**config.mk**
```make
export PLATFORM = sky130hd
export DESIGN_NAME = mrd_reducer
export DESIGN_NICKNAME = d
export VERILOG_FILES = /design/src/rtl/mrd_pkg.sv /design/src/rtl/mrd_combine.sv /design/src/rtl/mrd_mask.sv /design/src/rtl/mrd_fold.sv /design/src/rtl/mrd_reducer.sv
export SDC_FILE = /design/constraint.sdc
export NUM_CORES = 2
export LEC_CHECK = 0
export BUFFER_PORTS_ARGS = -buffer_cell sky130_fd_sc_hd__buf_2
export CAP_MARGIN = 30
export CORE_UTILIZATION = 50
export DETAILED_ROUTE_END_ITERATION = 7
export GPL_TIMING_DRIVEN = 0
export PLACE_DENSITY = 0.74
export SYNTH_ARGS = -nofsm -noshare
export SYNTH_HDL_FRONTEND = slang
export SYNTH_HIERARCHICAL = 1
export SYNTH_SLANG_ARGS = --single-unit
```
**constraint.sdc**
```tcl
create_clock -name clk -period 60 [get_ports clk]
set_input_delay 3 -clock clk [delete_from_list [all_inputs] [get_ports clk]]
set_output_delay 3 -clock clk [all_outputs]
set_load 0.005 [all_outputs]
```
**src/rtl/mrd_pkg.sv**
```systemverilog
package mrd_pkg;
    typedef enum logic [1:0] {
        OP_SADD = 2'd0,
        OP_ADD  = 2'd1,
        OP_MIN  = 2'd2,
        OP_ADD2 = 2'd3
    } op_e;

    typedef enum logic [1:0] {
        ST_IDLE  = 2'd0,
        ST_ACCUM = 2'd1,
        ST_EMIT  = 2'd2
    } state_e;
endpackage

```
**src/rtl/mrd_combine.sv**
```systemverilog
module mrd_combine
    import mrd_pkg::*;
#(
    parameter int DW = 32
) (
    input  op_e           op,
    input  logic [DW-1:0] a,
    input  logic [DW-1:0] b,
    output logic [DW-1:0] y
);
    localparam logic [DW-1:0] SMAX = {1'b0, {(DW-1){1'b1}}};
    localparam logic [DW-1:0] SMIN = {1'b1, {(DW-1){1'b0}}};

    logic [DW:0] wide;

    always_comb begin
        wide = {a[DW-1], a} + {b[DW-1], b};
        unique case (op)
            OP_SADD: begin
                if (wide[DW] != wide[DW-1]) y = wide[DW] ? SMIN : SMAX;
                else                        y = wide[DW-1:0];
            end
            OP_MIN:  y = ($signed(a) < $signed(b)) ? a : b;
            default: y = wide[DW-1:0];
        endcase
    end
endmodule

```
**src/rtl/mrd_mask.sv**
```systemverilog
module mrd_mask
    import mrd_pkg::*;
#(
    parameter int LANES = 8,
    parameter int DW    = 32,
    parameter int VC_W  = 4
) (
    input  op_e                 op,
    input  logic                pkt_mode,
    input  logic                keep,
    input  logic [VC_W-1:0]     vc,
    input  logic [LANES*DW-1:0] din,
    output logic [LANES*DW-1:0] dout
);
    localparam logic [DW-1:0] SMAX = {1'b0, {(DW-1){1'b1}}};

    logic [DW-1:0] ident;
    assign ident = (op == OP_MIN) ? SMAX : '0;

    for (genvar i = 0; i < LANES; i++) begin : g_lane
        logic take;
        assign take = pkt_mode ? (VC_W'(i) < vc) : keep;
        assign dout[i*DW +: DW] = take ? din[i*DW +: DW] : ident;
    end
endmodule

```
**src/rtl/mrd_fold.sv**
```systemverilog
module mrd_fold
    import mrd_pkg::*;
#(
    parameter int LANES = 8,
    parameter int DW    = 32
) (
    input  op_e                 op,
    input  logic                pkt_mode,
    input  logic [LANES*DW-1:0] acc,
    input  logic [LANES*DW-1:0] elem,
    output logic [LANES*DW-1:0] nxt
);
    logic [DW-1:0] chain [LANES+1];
    assign chain[0] = acc[DW-1:0];

    for (genvar i = 0; i < LANES; i++) begin : g_stage
        logic [DW-1:0] lhs;
        assign lhs = pkt_mode ? chain[i] : acc[i*DW +: DW];
        mrd_combine #(.DW(DW)) u_cmb (
            .op (op),
            .a  (lhs),
            .b  (elem[i*DW +: DW]),
            .y  (chain[i+1])
        );
        if (i == 0) begin : g_first
            assign nxt[DW-1:0] = pkt_mode ? chain[LANES] : chain[1];
        end else begin : g_rest
            assign nxt[i*DW +: DW] = pkt_mode ? acc[i*DW +: DW] : chain[i+1];
        end
    end
endmodule

```
**src/rtl/mrd_reducer.sv**
```systemverilog
module mrd_reducer
    import mrd_pkg::*;
#(
    parameter int LANES = 8,
    parameter int DW    = 32,
    parameter int LEN_W = 8,
    parameter int VC_W  = $clog2(LANES + 1)
) (
    input  logic                clk,
    input  logic                rst_n,
    input  logic [1:0]          cfg_op,
    input  logic                cfg_pkt_mode,
    input  logic [LEN_W-1:0]    cfg_len,
    input  logic                in_valid,
    output logic                in_ready,
    input  logic [LANES*DW-1:0] in_data,
    input  logic [VC_W-1:0]     in_vc,
    input  logic                in_keep,
    output logic                res_valid,
    output logic [LANES*DW-1:0] res_data
);
    localparam logic [DW-1:0] SMAX = {1'b0, {(DW-1){1'b1}}};

    state_e             state, state_nx;
    op_e                grp_op;
    logic               grp_pkt;
    logic [LEN_W-1:0]   grp_len;
    logic [LEN_W-1:0]   cnt;
    logic [LANES*DW-1:0] acc;

    op_e                sel_op;
    logic               sel_pkt;
    logic [LEN_W:0]     eff_len;
    logic [LANES*DW-1:0] base, masked, folded;
    logic               take;
    logic               last;

    // Configuration in use: live inputs for the first flit, latched ones after.
    always_comb begin
        if (state == ST_IDLE) begin
            sel_op  = op_e'(cfg_op);
            sel_pkt = cfg_pkt_mode;
            eff_len = (cfg_len == '0) ? (LEN_W+1)'(1) : {1'b0, cfg_len};
            base    = {LANES{(op_e'(cfg_op) == OP_MIN) ? SMAX : {DW{1'b0}}}};
        end else begin
            sel_op  = grp_op;
            sel_pkt = grp_pkt;
            eff_len = (grp_len == '0) ? (LEN_W+1)'(1) : {1'b0, grp_len};
            base    = acc;
        end
    end

    mrd_mask #(.LANES(LANES), .DW(DW), .VC_W(VC_W)) u_mask (
        .op       (sel_op),
        .pkt_mode (sel_pkt),
        .keep     (in_keep),
        .vc       (in_vc),
        .din      (in_data),
        .dout     (masked)
    );

    mrd_fold #(.LANES(LANES), .DW(DW)) u_fold (
        .op       (sel_op),
        .pkt_mode (sel_pkt),
        .acc      (base),
        .elem     (masked),
        .nxt      (folded)
    );

    assign take = in_valid && in_ready;
    assign last = ((state == ST_IDLE) ? (LEN_W+1)'(1) : ({1'b0, cnt} + 1'b1)) >= eff_len;

    // Next-state logic
    always_comb begin
        state_nx = state;
        unique case (state)
            ST_IDLE:  if (take) state_nx = last ? ST_EMIT : ST_ACCUM;
            ST_ACCUM: if (take && last) state_nx = ST_EMIT;
            ST_EMIT:  state_nx = ST_IDLE;
            default:  state_nx = ST_IDLE;
        endcase
    end

    // State register
    always_ff @(posedge clk or negedge rst_n) begin
        if (!rst_n) state <= ST_IDLE;
        else        state <= state_nx;
    end

    // Group registers and accumulators
    always_ff @(posedge clk or negedge rst_n) begin
        if (!rst_n) begin
            grp_op  <= OP_SADD;
            grp_pkt <= 1'b0;
            grp_len <= '0;
            cnt     <= '0;
            acc     <= '0;
        end else if (take) begin
            acc <= folded;
            if (state == ST_IDLE) begin
                grp_op  <= op_e'(cfg_op);
                grp_pkt <= cfg_pkt_mode;
                grp_len <= cfg_len;
                cnt     <= LEN_W'(1);
            end else begin
                cnt <= cnt + 1'b1;
            end
        end
    end

    // Outputs
    always_comb begin
        in_ready  = (state != ST_EMIT);
        res_valid = (state == ST_EMIT);
        res_data  = acc;
    end
endmodule

```
==> flow_metrics.py <==
metrics = {
    "yosys": {
        "yosys.area.top_type": "dfrtp_1",
        "synth-seq-cells": 277,
        "synth_top_area_frac": 0.140,
        "synthCells": 6366,
        "avgSynthCellArea_sq_um": 7.80,
        "netlist_area_sq_um": 49700,
        "ys.flop_type": "dfrtp_1",
        "synthTopCellsByCount": "964 x nand2_1, 591 x nor2_1, 521 x ha_1",
        "yosys_warnings": 6,
        "syn_nets": 7170,
        "netlist_top_cells_area": "dfrtp_1 14%, ha_1 13%, mux2_2 7.5%",
        "ys_seq_area_frac": 0.140,
        "post_synth_num_cell_types": 98,
        "synthMostInstantiatedCell": "nand2_1",
        "ys_async_sr_fraction": 1.00,
        "synth_edf_count": 0,
    },
    "cts": {
        "clk_pin_slew_ns": 0.06,
        "cts_buffers": 39,
        "cts.htree.levels": 2,
        "clockBufferDepth": 3,
        "cts-resized-gates": 0,
        "post_cts_buffers": 0,
        "root_buffer": "clkbuf_16",
        "cts_hold_buf": 0,
        "cts_tree": "built",
        "clock_latency_ns": 0.64,
        "cts.sinks": 277,
    },
    "drt": {
        "wl_per_cell_um": 25.6,
        "antenna_left": 0,
        "wl_mm": 212,
        "viasPerCell": 6.32,
        "drt-initial-drc-count": 5681,
        "first_pass_iters": 6,
        "vias": 52300,
        "drc": 0,
    },
    "timing": {
        "clock_skew_ns": 0.0458,
        "maxSlewViolCount": 0,
        "finalCritPeriodShare": 0.631,
        "fmax_mhz": 26.4,
        "final-setup-viol-count": 0,
        "setup_tns_ns": 0,
        "min_period_ns": 37.87,
        "worst_slew_pin_slew_ns": 1.18,
        "slew_headroom": 0.196,
        "hold_viol_final": 0,
        "fin_hold_ws_ns": 0.483,
        "rsz0062_at_grt": "false",
    },
    "final_layout": {
        "nFillCells": 9451,
        "syn2layout_area_growth_pct": 11.8,
        "drive_gt1_frac": 0.222,
        "fin_nets": 7753,
        "final_core_util": 0.564,
    },
    "global_routing": {
        "grt_max_degree": 83,
        "grt_pass1_vias": 48200,
        "grt.total_usage": 0.406,
        "grt_pass1_wl_mm": 308,
        "antenna_found_initial": 35,
        "grt_overflow_total": 0,
    },
    "job": {
        "cap_violations": 0,
    },
    "setup_path": {
        "critPathMostFrequentCell": "ha_1",
        "worstPathArrival_ns": 38.37,
        "timing_worst_setup_path_type": "in -> reg",
        "crit_path_start_kind": "primary input",
        "slowest_stage": "o31ai_2",
        "path_buf_inv": 14,
        "crit_family": "compound AO/OA/AOI/OAI gates",
        "reg2reg_slack_ns": 22.85,
        "worstPathRequired_ns": 60.50,
        "worst-path-max-fanout": 30,
        "crit_path_end_kind": "flop",
        "slowest_delay_ns": 0.93,
    },
    "floorplanning": {
        "die_h_um": 317,
        "initial_core_util": 0.505,
        "ioPinCount": 533,
        "fp.dieW_um": 317,
        "core_area_sq_um": 98400,
        "fp.dieArea_sq_um": 101000,
        "rows": 115,
    },
    "place": {
        "io_buffer_count": 532,
        "gp_routability_congestion": 1.03,
        "hpwl_mm": 174,
    },
    "outcome": {
        "outcome": "finished, final reports clean",
    },
    "hold_path": {
        "hold_path_class": "reg -> reg",
    },
}
[routing by layer]
metal	global-route usage	routed length, um
met5	0	155
met4	0.225	13400
met3	0.0855	20500
met2	0.615	90600
met1	0.535	87100
[placed cells by master, fill, tap and decap left out, types with 200 or more instances in the layout]
master    synthesis  layout
nand2_1         964     962
buf_2           134     666
nor2_1          591     591
ha_1            521     521
a21oi_1         468     468
inv_1           438     438
a21o_1          398     398
mux2_2          329     329
dfrtp_1         277     277
clkbuf_1        219     228
xnor2_1         207     207
mux2_1          200     200
[cells by family (layout without fill, tap and decap cells)]
group           Yosys count  after routing  synth area share
buf+inv                 887           1498            0.0822
simple gates           2056           2056             0.181
flops                   277            277             0.140
fa+ha+maj               529            529             0.134
xor+xnor                248            248            0.0437
mux                     618            618             0.138
compound gates         1751           1751             0.280
other cells               0             18                 0
[stage by stage]
step / instances / setup WS, ns / cell area [sq um]
after floorplan: 6366 / 29.71 / 49700
after global placement: 8185 / 21.66 / 53900
after detailed placement: 8194 / 22.55 / 54100
after CTS: 8263 / 23.09 / 55500
after global routing: 8266 / 21.12 / 55500
final: 8282 / 22.13 / 55500
[layout make-up]
class	count	area (sq um)	area share
multi-input combinational	5202	38700	0.696
sequential	277	6930	0.125
timing repair buffer	542	2840	0.0511
buffer	447	2430	0.0438
inverter	440	1650	0.0298
tap	1287	1610	0.0290
clock buffer	53	1090	0.0196
clock inverter	16	251	0.00453
antenna	18	45.0	0.000811
[tightest hold or removal path: stages, from the launching register on]
cell,delay (ns)
dfrtp_1,0.35
nand2_1,0.05
nand2_1,0.05
[registers in the layout (all words and copies together), names as in the netlist]
register  count
cnt           8
grp_len       8
grp_op        2
grp_pkt       1
res_data    256
state         2
[worst paths after layout]
kind | startpoint | to | cells past startpoint
max | cfg_op[1] | res_data[244]$_DFFE_PN0P_ | 113
min | grp_pkt$_DFFE_PN0P_ | grp_pkt$_DFFE_PN0P_ | 2
max reg2reg | state[0]$_DFFE_PN0P_ | res_data[244]$_DFFE_PN0P_ | 115
min reg2reg | grp_pkt$_DFFE_PN0P_ | grp_pkt$_DFFE_PN0P_ | 2
max in group asynchronous | rst_n | res_data[51]$_DFFE_PN0P_ | 3
min in group asynchronous | rst_n | res_data[208]$_DFFE_PN0P_ | 1
Power is not shown: default switching activity piles up to over one toggle a cycle in this logic, so the estimate is an artifact.
